$ cat config.mk
export PLATFORM = sky130hd
export DESIGN_NAME = bert_rx_status
export DESIGN_NICKNAME = d
export VERILOG_FILES = /design/src/rtl/bert_stat_pkg.sv /design/src/rtl/bert_evt_latch.sv /design/src/rtl/bert_err_cnt.sv /design/src/rtl/bert_ones_det.sv /design/src/rtl/bert_rx_status.sv
export SDC_FILE = /design/constraint.sdc
export NUM_CORES = 1
export LEC_CHECK = 0
export CELL_PAD_IN_SITES_DETAIL_PLACEMENT = 0
export CELL_PAD_IN_SITES_GLOBAL_PLACEMENT = 1
export CORE_MARGIN = 1
export CORE_UTILIZATION = 35
export DETAILED_ROUTE_END_ITERATION = 7
export DONT_BUFFER_PORTS = 1
export HOLD_SLACK_MARGIN = 0.02
export PLACE_DENSITY = 0.69
export SLEW_MARGIN = 15
export SYNTH_ARGS = -nofsm -noshare
export SYNTH_HDL_FRONTEND = slang
export SYNTH_SLANG_ARGS = --single-unit
$ cat constraint.sdc
create_clock -name clk -period 3 [get_ports clk]
set_clock_uncertainty 0.05 [all_clocks]
set_input_delay 0 -clock clk [delete_from_list [all_inputs] [get_ports clk]]
set_output_delay 0 -clock clk [all_outputs]
set_load 0.02 [all_outputs]
$ cat src/rtl/bert_stat_pkg.sv
package bert_stat_pkg;
   localparam int STAT_SYNC = 0;
   localparam int STAT_ONES = 1;
   localparam int STAT_SCHG = 2;
   localparam int STAT_BERR = 3;
   localparam int STAT_ECOV = 4;
   localparam int STAT_BCOV = 5;
   localparam int STAT_BITS = 6;
   // event latch slots
   localparam int EV_SCHG  = 0;
   localparam int EV_BERR  = 1;
   localparam int EV_ECOV  = 2;
   localparam int EV_BCOV  = 3;
   localparam int NUM_EVT  = 4;
   localparam int ADDR_STAT = 0;
   localparam int ADDR_CNT  = 1;
endpackage

$ cat src/rtl/bert_evt_latch.sv
module bert_evt_latch (
   input  logic clk,
   input  logic rst_n,
   input  logic set_i,
   input  logic clr_i,
   output logic q_o
);
   logic q_q;

   always_ff @(posedge clk) begin
      if (!rst_n)      q_q <= 1'b0;
      else if (set_i)  q_q <= 1'b1;
      else if (clr_i)  q_q <= 1'b0;
   end

   assign q_o = q_q;


   evt_keep_chk: assert property (@(posedge clk) disable iff (!rst_n)
      set_i |=> q_o);

   evt_clr_chk: assert property (@(posedge clk) disable iff (!rst_n)
      (clr_i && !set_i) |=> !q_o);
endmodule

$ cat src/rtl/bert_err_cnt.sv
module bert_err_cnt #(
   parameter int CNT_W = 24
) (
   input  logic             clk,
   input  logic             rst_n,
   input  logic             arm_i,
   input  logic             err_i,
   input  logic             lc_i,
   output logic [CNT_W-1:0] cnt_o,
   output logic             err_o,
   output logic             sat_o
);
   localparam logic [CNT_W-1:0] CNT_MAX = '1;
   localparam logic [CNT_W-1:0] CNT_PRE = {{(CNT_W-1){1'b1}}, 1'b0};

   logic [CNT_W-1:0] cnt_q;
   logic             armed_q;
   logic             lc_q;
   logic             live;
   logic             inc;
   logic             clr;

   assign live = armed_q | arm_i;
   assign inc  = err_i & live;
   assign clr  = lc_i & ~lc_q;

   always_ff @(posedge clk) begin
      if (!rst_n) begin
         cnt_q   <= '0;
         armed_q <= 1'b0;
         lc_q    <= 1'b0;
      end else begin
         lc_q <= lc_i;
         if (arm_i) armed_q <= 1'b1;
         if (clr)                          cnt_q <= '0;
         else if (inc && cnt_q != CNT_MAX) cnt_q <= cnt_q + 1'b1;
      end
   end

   assign cnt_o = cnt_q;
   assign err_o = inc;
   assign sat_o = inc & ~clr & (cnt_q == CNT_PRE);


   cnt_clr_chk: assert property (@(posedge clk) disable iff (!rst_n)
      clr |=> (cnt_q == '0));

   no_wrap_chk: assert property (@(posedge clk) disable iff (!rst_n)
      (cnt_q == CNT_MAX && !clr) |=> (cnt_q == CNT_MAX));

   cnt_step_chk: assert property (@(posedge clk) disable iff (!rst_n)
      !clr |=> (cnt_q == $past(cnt_q) || cnt_q == $past(cnt_q) + 1'b1));

   arm_sticky_chk: assert property (@(posedge clk) disable iff (!rst_n)
      armed_q |=> armed_q);
endmodule

$ cat src/rtl/bert_ones_det.sv
module bert_ones_det #(
   parameter int RUN_LEN = 31
) (
   input  logic clk,
   input  logic rst_n,
   input  logic vld_i,
   input  logic bit_i,
   input  logic rd_clr_i,
   output logic alm_o
);
   localparam int RUN_W = $clog2(RUN_LEN + 1);
   localparam logic [RUN_W-1:0] RUN_TOP = RUN_W'(RUN_LEN);
   localparam logic [RUN_W-1:0] RUN_PRE = RUN_W'(RUN_LEN - 1);

   logic [RUN_W-1:0] run_q;
   logic             alm_q;
   logic             hit;

   assign hit = vld_i & bit_i & (run_q == RUN_PRE);

   always_ff @(posedge clk) begin
      if (!rst_n) begin
         run_q <= '0;
         alm_q <= 1'b0;
      end else begin
         if (vld_i) begin
            if (!bit_i)               run_q <= '0;
            else if (run_q != RUN_TOP) run_q <= run_q + 1'b1;
         end
         if (hit)                                alm_q <= 1'b1;
         else if (rd_clr_i && run_q != RUN_TOP)  alm_q <= 1'b0;
      end
   end

   assign alm_o = alm_q;


   ones_set_chk: assert property (@(posedge clk) disable iff (!rst_n)
      hit |=> alm_o);

   ones_hold_chk: assert property (@(posedge clk) disable iff (!rst_n)
      (alm_q && run_q == RUN_TOP) |=> alm_o);
endmodule

$ cat src/rtl/bert_rx_status.sv
module bert_rx_status
   import bert_stat_pkg::*;
#(
   parameter int CNT_W    = 24,
   parameter int ONES_RUN = 31,
   parameter int DATA_W   = 32,
   parameter int ADDR_W   = 2
) (
   input  logic              clk,
   input  logic              rst_n,
   input  logic              bit_vld,
   input  logic              rx_bit,
   input  logic              err_bit,
   input  logic              sync_in,
   input  logic              bitcnt_ovf,
   input  logic              lc_ctl,
   input  logic              ie_sync,
   input  logic              ie_err,
   input  logic              ie_ovf,
   input  logic              int_en,
   input  logic              rd_stb,
   input  logic [ADDR_W-1:0] rd_addr,
   output logic [DATA_W-1:0] rd_data,
   output logic              stat_sum,
   output logic              int_n
);
   if (CNT_W < 2 || CNT_W > DATA_W) begin : g_bad_cnt_w
      $error("CNT_W must lie in 2..DATA_W");
   end
   if (ONES_RUN < 2) begin : g_bad_run
      $error("ONES_RUN must be at least 2");
   end
   if (ADDR_W < 1 || DATA_W < STAT_BITS) begin : g_bad_port
      $error("ADDR_W or DATA_W too small");
   end

   logic [CNT_W-1:0]   cnt;
   logic               err_evt;
   logic               sat_evt;
   logic               sync_q;
   logic               rd_clr;
   logic               ones_alm;
   logic [NUM_EVT-1:0] evt_set;
   logic [NUM_EVT-1:0] evt_q;
   logic [DATA_W-1:0]  stat_word;
   logic [DATA_W-1:0]  rd_d;

   assign rd_clr = rd_stb & (rd_addr == ADDR_W'(ADDR_STAT));

   always_ff @(posedge clk) begin
      if (!rst_n) sync_q <= 1'b0;
      else        sync_q <= sync_in;
   end

   bert_err_cnt #(.CNT_W(CNT_W)) i_cnt (
      .clk   (clk),
      .rst_n (rst_n),
      .arm_i (sync_in),
      .err_i (bit_vld & err_bit),
      .lc_i  (lc_ctl),
      .cnt_o (cnt),
      .err_o (err_evt),
      .sat_o (sat_evt)
   );

   bert_ones_det #(.RUN_LEN(ONES_RUN)) i_ones (
      .clk      (clk),
      .rst_n    (rst_n),
      .vld_i    (bit_vld),
      .bit_i    (rx_bit),
      .rd_clr_i (rd_clr),
      .alm_o    (ones_alm)
   );

   assign evt_set[EV_SCHG] = sync_in ^ sync_q;
   assign evt_set[EV_BERR] = err_evt;
   assign evt_set[EV_ECOV] = sat_evt;
   assign evt_set[EV_BCOV] = bitcnt_ovf;

   for (genvar e = 0; e < NUM_EVT; e++) begin : g_evt
      bert_evt_latch i_latch (
         .clk   (clk),
         .rst_n (rst_n),
         .set_i (evt_set[e]),
         .clr_i (rd_clr),
         .q_o   (evt_q[e])
      );
   end

   always_comb begin
      stat_word            = '0;
      stat_word[STAT_SYNC] = sync_in;
      stat_word[STAT_ONES] = ones_alm;
      stat_word[STAT_SCHG] = evt_q[EV_SCHG];
      stat_word[STAT_BERR] = evt_q[EV_BERR];
      stat_word[STAT_ECOV] = evt_q[EV_ECOV];
      stat_word[STAT_BCOV] = evt_q[EV_BCOV];
   end

   always_comb begin
      if (rd_addr == ADDR_W'(ADDR_CNT)) rd_d = DATA_W'(cnt);
      else                              rd_d = stat_word;
   end

   always_ff @(posedge clk) begin
      if (!rst_n)      rd_data <= '0;
      else if (rd_stb) rd_data <= rd_d;
   end

   assign stat_sum = (evt_q[EV_SCHG] & ie_sync)
                   | (evt_q[EV_BERR] & ie_err)
                   | ((evt_q[EV_ECOV] | evt_q[EV_BCOV]) & ie_ovf);
   assign int_n    = ~(stat_sum & int_en);


   int_quiet_chk: assert property (@(posedge clk) disable iff (!rst_n)
      (evt_q == '0) |-> int_n);

   sync_evt_chk: assert property (@(posedge clk) disable iff (!rst_n)
      (sync_in != sync_q) |=> evt_q[EV_SCHG]);
endmodule

==> results.sh <==
export IMPL_grt_pass1_vias=2278
export IMPL_final_hold_viol_count=0
export IMPL_grt_max_degree=49
export IMPL_outcome="finished, final reports clean"
export IMPL_tightestPinTransition_ns=0.817
export IMPL_synth_cell_area_um2=2950
export IMPL_placedCellCount=420
export IMPL_synth_ff_type="dfxtp_1"
export IMPL_cp_slowest_cell="dlygate4sd3_1"
export IMPL_fillers=852
export IMPL_swShare_pct=24.7
export IMPL_antenna_found_initial=0
export IMPL_synth_seq_area_share_pct=41.4
export IMPL_start_util_pct=36.0
export IMPL_wl_um=6590
export IMPL_setup_viol=0
export IMPL_core_um2=8180
export IMPL_antennaDiodeCount=0
export IMPL_ctsHtreeMaxLevel=3
export IMPL_async_flop_share_pct=0
export IMPL_fmax_mhz=466
export IMPL_clkPwrFrac_pct=40.9
export IMPL_cap_violations=0
export IMPL_cp_end_kind="flop"
export IMPL_wl_per_cell_um=14.6
export IMPL_place_ws_ns=0.863
export IMPL_slowest_delay_ns=0.61
export IMPL_period_minus_slack_ns=2.14
export IMPL_ys_ff_latch=61
export IMPL_rsz0062_at_grt="false"
export IMPL_nets=361
export IMPL_ir_drop_mv=0.320
export IMPL_vias=2366
export IMPL_pwr_share_seq_pct=52.2
export IMPL_cts_buffers=9
export IMPL_total_leakage_power_nw=1.16
export IMPL_fin_crit_sh_pct=71.5
export IMPL_area_growth_pct=13.2
export IMPL_switching_power_mw=0.397
export IMPL_synth_avg_cell_area_um2=8.88
export IMPL_setup_ws_ns=0.855
export IMPL_die_h_um=93.8
export IMPL_io_pins=49
export IMPL_synth_top_area_share_pct=41.4
export IMPL_drive_gt1_share_pct=7.80
export IMPL_synthDistinctLibCells=47
export IMPL_fp_dieW_um=93.8
export IMPL_synth_largest_area_cell="dfxtp_1"
export IMPL_io_buffer_count=0
export IMPL_fp_row_count=33
export IMPL_synth_edff_count=0
export IMPL_post_cts_resize_count=0
export IMPL_ys_warn_count=0
export IMPL_power_density_nw_per_um2=481
export IMPL_cts_root_buf="clkbuf_8"
export IMPL_ant_nets=0
export IMPL_groute_usage_overall_pct=16.4
export IMPL_finalNonFillerCells=451
export IMPL_cts_clk_slew_worst_paths_ns=0.07
export IMPL_grt_pass1_wl_um=11100
export IMPL_drc=0
export IMPL_clockBufferDepth=2
export IMPL_viasPerCell=5.25
export IMPL_cts_tree="yes"
export IMPL_crit_fanout=7
export IMPL_hpwl_um=4380
export IMPL_place_congestion=0.850
export IMPL_p_int_mw=1.21
export IMPL_rrSetupSlack_ns=0.86
export IMPL_synth_cells=332
export IMPL_combPwrFrac_pct=6.9
export IMPL_drt_initial_drc_count=99
export IMPL_design_area_um2=3330
export IMPL_die_area_um2=8790
export IMPL_path_cells="ha_1 -> and3_1 -> ha_1 -> nand2_1 -> nand2_1 -> dlygate4sd3_1 -> a22oi_1 -> nor2b_1"
export IMPL_crit_type="reg -> reg"
export IMPL_crit_required_ns=3.19
export IMPL_synth_area_leaders="dfxtp_1, a21boi_0, nand2b_1"
export IMPL_drt_first_pass_iters=4
export IMPL_hold_class="in -> reg"
export IMPL_tns_ns=0
export IMPL_grt_ovfl_total=0
export IMPL_drv_slew=0
export IMPL_crit_path_start_kind="flop"
export IMPL_cts_sinks=61
export IMPL_maxSlewHeadroom_pct=45.4
export IMPL_clkLatencyLatePin_ns=0.34
export IMPL_cp_data_arrival_time_ns=2.33
export IMPL_placed_area_um2=2990
## state kept, by name, summed over array words and instances, names as in the netlist
| signal | cells |
|---|---|
| rd_data | 24 |
| i_ones.alm_o | 1 |
| i_cnt.cnt_o | 24 |
| i_cnt.lc_q | 1 |
| i_ones.run_q | 5 |
| g_evt.i_latch.q_o | 4 |
| i_cnt.armed_q | 1 |
| sync_q | 1 |
## placed cells by master (no fill, tap or decap), types with 9 or more instances in the layout
cell	Yosys	final
a21boi_0	19	19
a21oi_1	14	14
clkbuf_8	0	11
dfxtp_1	61	61
dlygate4sd3_1	0	13
nand2_1	23	23
nand2b_1	21	21
nand3_1	23	23
nor2_1	24	24
nor2b_1	10	9
nor3_1	9	9
xnor2_1	11	11
## cells by family after synthesis
family,synth area share [%]
XOR/XNOR,5.65
multiplexers,2.72
AND/OR/NAND/NOR,26.3
flip-flops,41.4
buffers and inverters,5.22
AO/OA/AOI/OAI,16.4
other,0.127
adder cells (fa/ha/maj),2.12
## routing by layer
layer	track usage (%)	wire length, µm	share of wire, %
met5	0	0	0
met4	6.79	126	1.9
met3	5.50	293	4.4
met2	26.9	3150	48
met1	19.5	3020	46
## worst max-delay path, delay by kind of cell (launching register included)
family          cells  cell delay, ns
buf+inv             1            0.61
fa+ha+maj           2            0.46
simple gates        4            0.38
flops               1            0.34
compound gates      1            0.20
## power by group through the flow
stage	Sequential, mW	Combinational, mW	Clock, mW
after CTS	0.838	0.112	0.683
final	0.839	0.110	0.656
after floorplan	0.854	0.0829	0
after global placement	0.857	0.0738	0
after detailed placement	0.857	0.0748	0
after global routing	0.840	0.123	0.719
## final timing paths
path | startpoint | end | depth (start not counted)
max | i_ones.run_q[1]$_SDFFE_PN0P_ | i_ones.run_q[4]$_SDFFE_PN0P_ | 8
max reg2reg | i_ones.run_q[1]$_SDFFE_PN0P_ | i_ones.run_q[4]$_SDFFE_PN0P_ | 8
min | rd_stb | g_evt[3].i_latch.q_o$_SDFFE_PN0P_ | 3
min reg2reg | i_cnt.cnt_o[21]$_SDFFE_PP0P_ | rd_data[21]$_SDFFE_PN0P_ | 2
## cells in the mapped netlist, types with 3 or more instances
master and number:
dfxtp_1 61, nor2_1 24, nand2_1 23, nand3_1 23
nand2b_1 21, a21boi_0 19, a21oi_1 14, clkbuf_1 11
xnor2_1 11, nor2b_1 10, nor3_1 9, buf_4 8
mux2i_1 8, xor2_1 8, inv_1 7, o211a_1 7
nand4_1 6, nor4_1 6, and2_1 5, ha_1 5
o21ai_0 5, o2111ai_1 4, buf_1 3, buf_2 3
or3_1 3
## metrics by stage
| step | hold WS (ns) | utilization, % | total power, mW |
|---|---|---|---|
| 5_1_grt | 0.0785 | 40.8 | 1.68 |
| 6_report | 0.0419 | 40.8 | 1.60 |
| 2_1_floorplan | 0.0602 | - | 0.937 |
| 3_3_place_gp | 0.0624 | 36.5 | 0.931 |
| 4_1_cts | 0.0387 | 40.8 | 1.63 |
| 3_5_place_dp | 0.0675 | 36.5 | 0.932 |
## cell type report
class	instances	area [µm²]	share of cell area, %
clock buffers	12	155	4.65
clock inverters	4	22.5	0.675
inverters	7	26.3	0.788
multi-input cells	246	1600	48.0
flip-flops and latches	61	1220	36.6
well taps	105	131	3.94
repair buffers	16	178	5.33
## what timing repair did
item,CTS,global route
hold buffers,15,0
hold endpoints to repair,39,0
buffers inserted,0,0
Note: power is estimated with default switching activity, not from simulation.
